File: config.mk
export PLATFORM = sky130hd
export DESIGN_NAME = rx_silo
export DESIGN_NICKNAME = d
export VERILOG_FILES = /design/src/rtl/rx_silo_pkg.sv /design/src/rtl/rx_silo_dp.sv /design/src/rtl/rx_silo_ctrl.sv /design/src/rtl/rx_silo.sv
export SDC_FILE = /design/constraint.sdc
export NUM_CORES = 1
export LEC_CHECK = 0
export ABC_CLOCK_PERIOD_IN_PS = 16200
export BUFFER_PORTS_ARGS = -buffer_cell sky130_fd_sc_hd__buf_2
export CAP_MARGIN = 20
export CORE_MARGIN = 1
export CORE_UTILIZATION = 24
export CTS_BUF_LIST = sky130_fd_sc_hd__clkbuf_8
export DETAILED_ROUTE_END_ITERATION = 8
export HOLD_SLACK_MARGIN = 0.12
export SYNTH_ARGS = -nofsm -noshare
export SYNTH_HDL_FRONTEND = slang
export SYNTH_SLANG_ARGS = --single-unit
File: constraint.sdc
create_clock -name clk -period 16.2 [get_ports clk]
set_clock_uncertainty 0.05 [all_clocks]
set_input_delay 3.24 -clock clk [delete_from_list [all_inputs] [get_ports clk]]
set_output_delay 3.24 -clock clk [all_outputs]
set_load 0.02 [all_outputs]
File: src/rtl/rx_silo_pkg.sv
package rx_silo_pkg;

  typedef enum logic [1:0] {
    SEL_CSR    = 2'd0,
    SEL_RXCHAR = 2'd1,
    SEL_ALARM  = 2'd2,
    SEL_NONE   = 2'd3
  } regSel_e;

  // control/status bit positions (decoded by software)
  localparam int CSR_RX_IE   = 6;
  localparam int CSR_RX_FLAG = 7;
  localparam int CSR_MAINT   = 9;
  localparam int CSR_MCLR    = 11;
  localparam int CSR_ST_IE   = 12;
  localparam int CSR_ST_FLAG = 14;

  // silo entry width: overrun, framing, parity, 4-bit line, 8-bit char
  localparam int ENTRY_W = 15;

  typedef struct packed {
    logic popReq;
    logic clearAll;
    logic blockLines;
  } siloCtl_t;

endpackage

File: src/rtl/rx_silo_dp.sv
module rx_silo_dp
  import rx_silo_pkg::*;
#(
  parameter int NUM_LINES = 16,
  parameter int DEPTH     = 64,
  localparam int CNT_W    = $clog2(DEPTH + 1)
) (
  input  logic                   clk,
  input  logic                   rstN,
  input  siloCtl_t               ctl,
  input  logic [NUM_LINES-1:0]   lineValid,
  input  logic [8*NUM_LINES-1:0] lineData,
  input  logic [NUM_LINES-1:0]   lineParErr,
  input  logic [NUM_LINES-1:0]   lineFrmErr,
  output logic [CNT_W-1:0]       count,
  output logic [CNT_W-1:0]       countNext,
  output logic [15:0]            rxWord
);

  localparam int AW    = (DEPTH > 1) ? $clog2(DEPTH) : 1;
  localparam int IDX_W = (NUM_LINES > 1) ? $clog2(NUM_LINES) : 1;

  logic [NUM_LINES-1:0]        holdValid, holdPar, holdFrm;
  logic [NUM_LINES-1:0][7:0]   holdData;
  logic [NUM_LINES-1:0]        capture, collision, grantVec;
  logic [IDX_W-1:0]            grantIdx;
  logic                        grantAny;
  logic                        full, empty, pushEn, popEn, dropFull;
  logic                        ovrPending;
  logic [AW-1:0]               wrPtr, rdPtr;
  logic [ENTRY_W-1:0]          mem [DEPTH];
  logic [ENTRY_W-1:0]          newEntry;

  function automatic logic [AW-1:0] advance(input logic [AW-1:0] ptr);
    return (ptr == AW'(DEPTH - 1)) ? '0 : ptr + 1'b1;
  endfunction

  assign capture   = lineValid & {NUM_LINES{~ctl.blockLines}};
  assign collision = capture & holdValid & ~grantVec;

  // fixed priority: lowest line number wins
  always_comb begin
    grantIdx = '0;
    grantVec = '0;
    grantAny = |holdValid;
    for (int i = NUM_LINES - 1; i >= 0; i--) begin
      if (holdValid[i]) grantIdx = IDX_W'(i);
    end
    if (grantAny) grantVec[grantIdx] = 1'b1;
  end

  always_ff @(posedge clk or negedge rstN) begin
    if (!rstN) begin
      holdValid <= '0;
      holdPar   <= '0;
      holdFrm   <= '0;
      holdData  <= '0;
    end else begin
      for (int i = 0; i < NUM_LINES; i++) begin
        if (ctl.clearAll) begin
          holdValid[i] <= 1'b0;
        end else if (capture[i]) begin
          holdValid[i] <= 1'b1;
          holdData[i]  <= lineData[8*i +: 8];
          holdPar[i]   <= lineParErr[i];
          holdFrm[i]   <= lineFrmErr[i];
        end else if (grantVec[i]) begin
          holdValid[i] <= 1'b0;
        end
      end
    end
  end

  assign full     = (count == CNT_W'(DEPTH));
  assign empty    = (count == '0);
  assign pushEn   = grantAny & ~full & ~ctl.clearAll;
  assign dropFull = grantAny & full;
  assign popEn    = ctl.popReq & ~empty & ~ctl.clearAll;
  assign newEntry = {ovrPending, holdFrm[grantIdx], holdPar[grantIdx],
                     4'(grantIdx), holdData[grantIdx]};

  always_ff @(posedge clk) begin
    if (pushEn) mem[wrPtr] <= newEntry;
  end

  always_comb begin
    if (ctl.clearAll) countNext = '0;
    else countNext = count + CNT_W'(pushEn) - CNT_W'(popEn);
  end

  always_ff @(posedge clk or negedge rstN) begin
    if (!rstN) begin
      wrPtr      <= '0;
      rdPtr      <= '0;
      count      <= '0;
      ovrPending <= 1'b0;
    end else begin
      count <= countNext;
      if (ctl.clearAll) begin
        wrPtr      <= '0;
        rdPtr      <= '0;
        ovrPending <= 1'b0;
      end else begin
        if (pushEn) wrPtr <= advance(wrPtr);
        if (popEn)  rdPtr <= advance(rdPtr);
        if ((|collision) || dropFull) ovrPending <= 1'b1;
        else if (pushEn)              ovrPending <= 1'b0;
      end
    end
  end

  assign rxWord = empty ? 16'h0000 : {1'b1, mem[rdPtr]};

  AST_ONE_GRANT: assert property (@(posedge clk) disable iff (!rstN)
    $onehot0(grantVec));
  AST_NO_OVERFLOW: assert property (@(posedge clk) disable iff (!rstN)
    count <= CNT_W'(DEPTH));
  AST_FULL_DROP: assert property (@(posedge clk) disable iff (!rstN)
    (!ctl.clearAll && full && grantAny && !ctl.popReq) |=> (full && ovrPending));
  AST_POP_STEP: assert property (@(posedge clk) disable iff (!rstN)
    (popEn && !pushEn) |=> (count == $past(count) - CNT_W'(1)));
  AST_MAINT_HOLDS: assert property (@(posedge clk) disable iff (!rstN)
    (ctl.blockLines && !ctl.clearAll && holdValid == '0) |=> (holdValid == '0));

endmodule

File: src/rtl/rx_silo_ctrl.sv
module rx_silo_ctrl
  import rx_silo_pkg::*;
#(
  parameter int DEPTH       = 64,
  parameter int ALARM_RESET = 16,
  localparam int CNT_W      = $clog2(DEPTH + 1)
) (
  input  logic             clk,
  input  logic             rstN,
  input  logic [1:0]       regSel,
  input  logic             wrEn,
  input  logic             rdEn,
  input  logic [15:0]      wrData,
  input  logic [CNT_W-1:0] count,
  input  logic [CNT_W-1:0] countNext,
  input  logic [15:0]      rxWord,
  output siloCtl_t         ctl,
  output logic [15:0]      rdData,
  output logic             irqRx,
  output logic             irqStore
);

  localparam logic [CNT_W-1:0] ALARM_INIT = CNT_W'(ALARM_RESET);

  regSel_e          sel;
  logic             rxIe, rxFlag, stIe, stFlag, maint;
  logic [CNT_W-1:0] alarm;
  logic             mcStrobe, csrWr, alarmWr, rxEvent, stEvent;
  logic [15:0]      csrWord;

  assign sel      = regSel_e'(regSel);
  assign mcStrobe = wrEn && (sel == SEL_CSR) && wrData[CSR_MCLR];
  assign csrWr    = wrEn && (sel == SEL_CSR) && !wrData[CSR_MCLR];
  assign alarmWr  = wrEn && (sel == SEL_ALARM);
  assign rxEvent  = !mcStrobe && (count == '0) && (countNext != '0);
  assign stEvent  = !mcStrobe && (alarm != '0) && (count < alarm) && (countNext >= alarm);

  always_ff @(posedge clk or negedge rstN) begin
    if (!rstN) begin
      rxIe   <= 1'b0;
      rxFlag <= 1'b0;
      stIe   <= 1'b0;
      stFlag <= 1'b0;
      maint  <= 1'b0;
    end else if (mcStrobe) begin
      rxIe   <= 1'b0;
      rxFlag <= 1'b0;
      stIe   <= 1'b0;
      stFlag <= 1'b0;
      maint  <= 1'b0;
    end else if (csrWr) begin
      rxIe   <= wrData[CSR_RX_IE];
      stIe   <= wrData[CSR_ST_IE];
      maint  <= wrData[CSR_MAINT];
      rxFlag <= rxEvent || (rxFlag && wrData[CSR_RX_FLAG]);
      stFlag <= stEvent || (stFlag && wrData[CSR_ST_FLAG]);
    end else begin
      rxFlag <= rxFlag || rxEvent;
      stFlag <= stFlag || stEvent;
    end
  end

  always_ff @(posedge clk or negedge rstN) begin
    if (!rstN)        alarm <= ALARM_INIT;
    else if (alarmWr) alarm <= wrData[CNT_W-1:0];
  end

  assign ctl.popReq     = rdEn && (sel == SEL_RXCHAR);
  assign ctl.clearAll   = mcStrobe;
  assign ctl.blockLines = maint;

  always_comb begin
    csrWord              = '0;
    csrWord[CSR_RX_IE]   = rxIe;
    csrWord[CSR_RX_FLAG] = rxFlag;
    csrWord[CSR_MAINT]   = maint;
    csrWord[CSR_ST_IE]   = stIe;
    csrWord[CSR_ST_FLAG] = stFlag;
    unique case (sel)
      SEL_CSR:    rdData = csrWord;
      SEL_RXCHAR: rdData = rxWord;
      SEL_ALARM:  rdData = 16'(alarm);
      default:    rdData = 16'h0000;
    endcase
  end

  assign irqRx    = rxIe && rxFlag;
  assign irqStore = stIe && stFlag;

  AST_RX_FLAG_SET: assert property (@(posedge clk) disable iff (!rstN)
    rxEvent |=> rxFlag);
  AST_ST_FLAG_SET: assert property (@(posedge clk) disable iff (!rstN)
    stEvent |=> stFlag);
  AST_MCLR_CLEARS: assert property (@(posedge clk) disable iff (!rstN)
    mcStrobe |=> (!rxIe && !rxFlag && !stIe && !stFlag && !maint));
  AST_ALARM_KEEP: assert property (@(posedge clk) disable iff (!rstN)
    !alarmWr |=> $stable(alarm));

endmodule

File: src/rtl/rx_silo.sv
module rx_silo
  import rx_silo_pkg::*;
#(
  parameter int NUM_LINES   = 16,
  parameter int DEPTH       = 64,
  parameter int ALARM_RESET = 16
) (
  input  logic                   clk,
  input  logic                   rstN,
  input  logic [NUM_LINES-1:0]   lineValid,
  input  logic [8*NUM_LINES-1:0] lineData,
  input  logic [NUM_LINES-1:0]   lineParErr,
  input  logic [NUM_LINES-1:0]   lineFrmErr,
  input  logic [1:0]             regSel,
  input  logic                   wrEn,
  input  logic                   rdEn,
  input  logic [15:0]            wrData,
  output logic [15:0]            rdData,
  output logic                   irqRx,
  output logic                   irqStore
);

  localparam int CNT_W = $clog2(DEPTH + 1);

  siloCtl_t         ctl;
  logic [CNT_W-1:0] count, countNext;
  logic [15:0]      rxWord;

  rx_silo_ctrl #(.DEPTH(DEPTH), .ALARM_RESET(ALARM_RESET)) u_ctrl (
    .clk(clk), .rstN(rstN), .regSel(regSel), .wrEn(wrEn), .rdEn(rdEn),
    .wrData(wrData), .count(count), .countNext(countNext), .rxWord(rxWord),
    .ctl(ctl), .rdData(rdData), .irqRx(irqRx), .irqStore(irqStore)
  );

  rx_silo_dp #(.NUM_LINES(NUM_LINES), .DEPTH(DEPTH)) u_dp (
    .clk(clk), .rstN(rstN), .ctl(ctl), .lineValid(lineValid),
    .lineData(lineData), .lineParErr(lineParErr), .lineFrmErr(lineFrmErr),
    .count(count), .countNext(countNext), .rxWord(rxWord)
  );

endmodule

-- Word level (Yosys, flattened, before mapping)
Memories as Yosys holds them, arrays and structs flattened.
Cells that the tools add are included.
W data, S select, Z words.
- reduce and logical (&&, ||, !) cells: 64
- mux-type cells: 97
- $add $sub $neg: 4
- $lt $le $gt $ge: 4
- bitwise logic cells: 13
- equal/unequal tests: 5
- operators by type and width (operator ; count):
    $mux W1 ; 66
    $mux W4 ; 16
    $reduce_bool A3 Y1 ; 17
    $and A16 B16 Y16 ; 3
    $pmux W16 S3 ; 1
    $mux W6 ; 6
    $bmux W8 S4 ; 1
    $mux W16 ; 2
    $reduce_and A2 Y1 ; 16
    $reduce_or A16 Y1 ; 2
    $not A16 Y16 ; 1
    $logic_and A1 B1 Y1 ; 15
    $reduce_bool A7 Y1 ; 2
    $add A6 B1 Y6 const B ; 2
    $eq A6 B6 Y1 const B ; 2
    $bmux W1 S4 ; 2
    $mux W8 ; 1
    $add A7 B1 Y7 ; 1
    $eq A7 B7 Y1 const B ; 1
    $ge A7 B7 Y1 ; 1
    $logic_not A7 Y1 ; 1
    $lt A7 B7 Y1 ; 1
    $mux W7 ; 1
    $sub A7 B1 Y7 ; 1
    11 further kinds ; 25
- output and inout port bits: 18
- memories kept: 1
- flip-flop bits (word level): 208
- bits in writable memories: 960
- memory list (name ; depth ; width ; rd ports ; clocked after Yosys merged registers in ; write ports ; line ; source):
    u_dp.mem ; 64 ; 15 ; 1 ; 0 ; 1 ; rx_silo_dp.sv:31 ; logic [ENTRY_W-1:0] mem [DEPTH];

-- Logic depth before layout (Yosys ltp)
- depth in word-level cells: 27
- gate-level depth with buffers: 22

-- By module
Synthesis repeated with hierarchy kept, for this count alone.
- cell total of the unflattened synthesis: 2393
- area total of the unflattened synthesis: 47428.0 µm²
- modules (own cells, without submodules) (module ; instances ; cells an instance ; area an instance (µm²) ; seq. area each (µm²)):
    rx_silo_dp ; 1 ; 2281 ; 46370.7 ; 33732.4
    rx_silo_ctrl ; 1 ; 112 ; 1057.3 ; 301.5

-- Worst setup path after synthesis
No wires, ideal clock.
- path kind: input -> output
- start: input regSel[1]
- end: output rdData[12]
- required time: 12910 ps
- buffers on the path: 0
- data arrival time: 4934 ps
- stages on the path: 5
- setup slack: 7976 ps
- path through: nor3b_1 > nand2_1 > nor2_1 > a21oi_1 > o21ai_0
- longest elaborated chain between the ends: 2
- elaborated cells on any way between the ends: 4
- ends and longest elaborated chain (item ; line ; source):
    start, declared ; rx_silo.sv:14 ; input logic [1:0] regSel,
    $eq A2 B2 Y1 (tied with other cells) ; rx_silo_ctrl.sv:79 ; unique case (sel)
    $pmux W16 S3 * ; rx_silo_ctrl.sv:79 ;
    end, declared ; rx_silo.sv:18 ; output logic [15:0] rdData,
Every way passes the cells marked *; elsewhere a longest branch is shown, timed or not.

-- Worst setup path after layout
- start: register u_dp.rdPtr[1]
- end: output rdData[8]
- longest elaborated chain between the ends: 3
- ends and longest elaborated chain (item ; line ; source):
    start, declared ; rx_silo_dp.sv:30 ; logic [AW-1:0] wrPtr, rdPtr;
    start signal, assigned ; rx_silo_dp.sv:105 ; if (popEn) rdPtr <= advance(rdPtr);
    $mem_v2 Z64 W15 ; n/a ;
    $mux W16 ; rx_silo_dp.sv:112 ; assign rxWord = empty ? 16'h0000 : {1'b1, mem[rdPtr]};
    $pmux W16 S3 ; rx_silo_ctrl.sv:79 ;
No other way between the ends.

==> impl_metrics.tcl <==
set metrics [dict create \
    final_nets 2968 \
    grt_pass1_vias 25140 \
    endpoint_kind "output port" \
    drv_cap 0 \
    yosys.area_share.simple_pct 2.797 \
    grt_max_degree 77 \
    coreArea_sq_um 195000 \
    synth_edf_count 960 \
    grtUsageTotal_pct 12.16 \
    critPathSlowestCell "buf_4" \
    hpwl_um 77340 \
    fin_crit_sh_pct 57.09 \
    antenna_found_initial 31 \
    critical_path_buf_inv_count 4 \
    drc 0 \
    vdd_drop_max_v 0.00009013 \
    post_cts_buffers 0 \
    gp_congestion 0.8165 \
    routed_wl_um 121000 \
    regArea_sq_um 34050 \
    dp_cells 5188 \
    final_cells 5523 \
    muxShareOfSynthArea_pct 19.46 \
    fp.dieH_um 445.0 \
    wl_per_cell_um 21.90 \
    p_per_area_nw_per_um2 147.8 \
    async_flop_share_pct 17.81 \
    cts_max_level 4 \
    relSlewSlack_pct 28.36 \
    ctsLongestPathBuffers 3 \
    first_pass_iters 9 \
    synth_fp_nets 2603 \
    ant_nets 0 \
    yosysSeqAreaShare_pct 72.26 \
    start_util_pct 24.15 \
    path_clk_slew_ps 60 \
    synth_top_family_by_area "multiplexers" \
    synth_xor_area_share_pct 0.1674 \
    synthFlopType "edfxtp_1" \
    cts_made_buffers 176 \
    cp_top_family "buffers and inverters" \
    grt-ovfl-total 0 \
    worstSetupStartpointType "flop" \
    syn_inst 2380 \
    p_leak_nw 18.41 \
    rows 162 \
    areaGrowthSynthToFinish_pct 17.37 \
    crit_arrival_ps 5960 \
    cp_max_fo 68 \
    dieArea_sq_um 198000 \
    avgSynthCellArea_sq_um 19.79 \
    status "complete, no violations" \
    dr.first_iter.drc_count 1964 \
    fin_setup_tns_ps 0 \
    cpPeakStageDelay_ps 910 \
    portBuffers 211 \
    cts_resized 0 \
    rsz0062_at_grt "false" \
    worst_slew_pin_slew_ps 1065 \
    min_period_ps 9249 \
    drive_gt1_share_pct 36.60 \
    fillerInstances 19431 \
    num_vias 24511 \
    dp_slack_ps 7772 \
    grt_pass1_wl_um 176400 \
    synth-seq-cells 1168 \
    synth_area_sq_um 47100 \
    worstPathCellList "buf_4 > buf_4 > buf_4 > mux4_2 > mux4_2 > mux4_2 > and2_1 > buf_2" \
    ys_warn_count 0 \
    hold_class "flop to flop" \
    worstPathRequired_ps 12910 \
    clock_sinks 1168 \
    cts_tree "yes" \
    cts.hold.buffers_added 0 \
    die_w_um 445.0 \
    setup_viol_count_final 0 \
    setup_ws_ps 6951 \
    fmax_mhz 108.1 \
    ios 216 \
    worstSkewPairLatency_ps 910 \
    slew_viol_final 0 \
    synth.distinct_cells 67 \
    cts_root_buf "clkbuf_8" \
    hold_viol 0 \
    multiInputGateArea_sq_um 12480 \
    synth_compound_area_share_pct 3.103 \
    avgViaCountPerCell 4.438 \
    critPathKind "flop to output port" \
    synth_adder_area_share_pct 0.6801 \
]
[per-stage QoR]
stage	hold slack [ps]	total power [mW]	cell area, sq um	util [%]
finish	451.4	8.172	55280	28.35
global route	464.8	8.537	55280	28.35
CTS	456.9	8.274	55200	28.31
detailed placement	442.3	5.953	51860	26.60
global placement	434.2	5.912	51820	26.58
floorplan	414.2	5.186	47100	-
[power by group]
group	total (mW)	internal, mW	switching, mW
clock	2.30	1.13	1.17
sequential	3.89	3.73	0.160
combinational	1.98	0.806	1.18
[layout make-up]
type | instances | share of cell area, %
diodes | 8 | 0.03622
clock buffers | 186 | 4.631
flip-flops and latches | 1168 | 61.59
clock inverters | 138 | 1.410
multi-input cells | 1034 | 22.58
inverters | 47 | 0.3191
repair buffers | 318 | 3.490
well taps | 2624 | 5.939
[cell usage after synthesis (all sizes together), types with 5 or more instances]
cell / n / area share (%)
a21o: 8 / 0.13
a21oi: 23 / 0.24
a221o: 5 / 0.11
a222oi: 20 / 0.43
a22oi: 18 / 0.29
a31o: 8 / 0.15
a31oi: 5 / 0.066
and2: 8 / 0.11
and3: 19 / 0.25
buf: 43 / 0.45
clkbuf: 88 / 0.70
dfrtp: 207 / 11
edfxtp: 960 / 61
ha: 24 / 0.64
inv: 47 / 0.37
mux2: 168 / 4.0
mux2i: 41 / 0.87
mux4: 304 / 15
nand2: 55 / 0.44
nand2b: 12 / 0.16
nand3: 19 / 0.20
nand3b: 5 / 0.080
nand4: 13 / 0.17
nor2: 116 / 0.92
nor3: 7 / 0.074
nor4: 6 / 0.080
o21ai: 60 / 0.64
o21bai: 6 / 0.096
o221ai: 16 / 0.30
o22ai: 5 / 0.066
or3: 6 / 0.080
xor2: 6 / 0.11
[worst register-to-register path: stages (launching register included)]
cell	delay, ps
dfrtp_1	580
nand2b_1	540
nand3_1	290
o211a_4	810
buf_4	670
mux2_2	450
a222oi_1	620
o221ai_4	190
buf_4	360
[kinds of logic after synthesis]
| family | Yosys count |
|---|---|
| compound gates | 207 |
| xor+xnor | 9 |
| fa+ha+maj | 25 |
| buf+inv | 178 |
| flops | 1168 |
| mux | 513 |
| simple gates | 280 |
[placed cells by master, fill, tap and decap left out, drive strengths merged, types with 6 or more instances in the layout]
cell    netlist  layout
edfxtp      960     960
buf          43     318
mux4        304     304
dfrtp       207     207
clkbuf       88     186
mux2        168     168
nor2        116     116
inv          47     112
clkinv        0      70
o21ai        60      60
nand2        55      55
mux2i        41      41
ha           24      24
a21oi        23      23
a222oi       20      20
and3         19      19
nand3        19      19
a22oi        18      18
o221ai       16      16
nand4        13      13
nand2b       12      12
diode         0       8
and2          8       8
a21o          8       8
a31o          8       8
nor3          7       7
nor4          6       6
xor2          6       6
or3           6       6
o21bai        6       6
[per-layer routing]
| metal | GRT usage, % | part of all wire [%] | wire length, um | vias up |
|---|---|---|---|---|
| met1 | 15.57 | 42 | 50710 | 12935 |
| met5 | 0 | 0.12 | 150 | - |
| li1 | - | - | - | 10525 |
| met4 | 5.433 | 3.7 | 4525 | 26 |
| met2 | 19.71 | 49 | 58850 | 791 |
| met3 | 2.656 | 5.6 | 6737 | 234 |
[path summary, 6_finish.rpt]
check	start	end	slack, ps	cells past startpoint
worst min register to register	u_dp.holdData[14]$_DFFE_PN0P_	u_dp.holdData[14]$_DFFE_PN0P_	450	1
max in group asynchronous	rstN	u_dp.holdPar[4]$_DFFE_PN0P_	12520	2
worst max-delay path	u_dp.rdPtr[1]$_DFFE_PN0P_	rdData[8]	6950	8
min in group asynchronous	rstN	u_dp.holdData[123]$_DFFE_PN0P_	2250	1
worst max register to register	u_dp.holdValid[3]$_DFFE_PN0P_	u_dp.mem[1][7]$_DFFE_PP_	11200	8
worst min-delay path	u_dp.holdData[14]$_DFFE_PN0P_	u_dp.holdData[14]$_DFFE_PN0P_	450	1
[registers in the layout, indices dropped and copies added, names as in the netlist]
register         flops
u_dp.holdData      128
u_ctrl.rxFlag        1
u_dp.holdPar        16
u_ctrl.maint         1
u_dp.wrPtr           6
u_ctrl.stIe          1
u_dp.mem           960
u_dp.rdPtr           6
u_dp.holdValid      16
u_dp.count           7
u_ctrl.rxIe          1
u_ctrl.stFlag        1
u_dp.ovrPending      1
u_ctrl.alarm         7
u_dp.holdFrm        16
No activity file was read; power rests on OpenSTA's default activity.
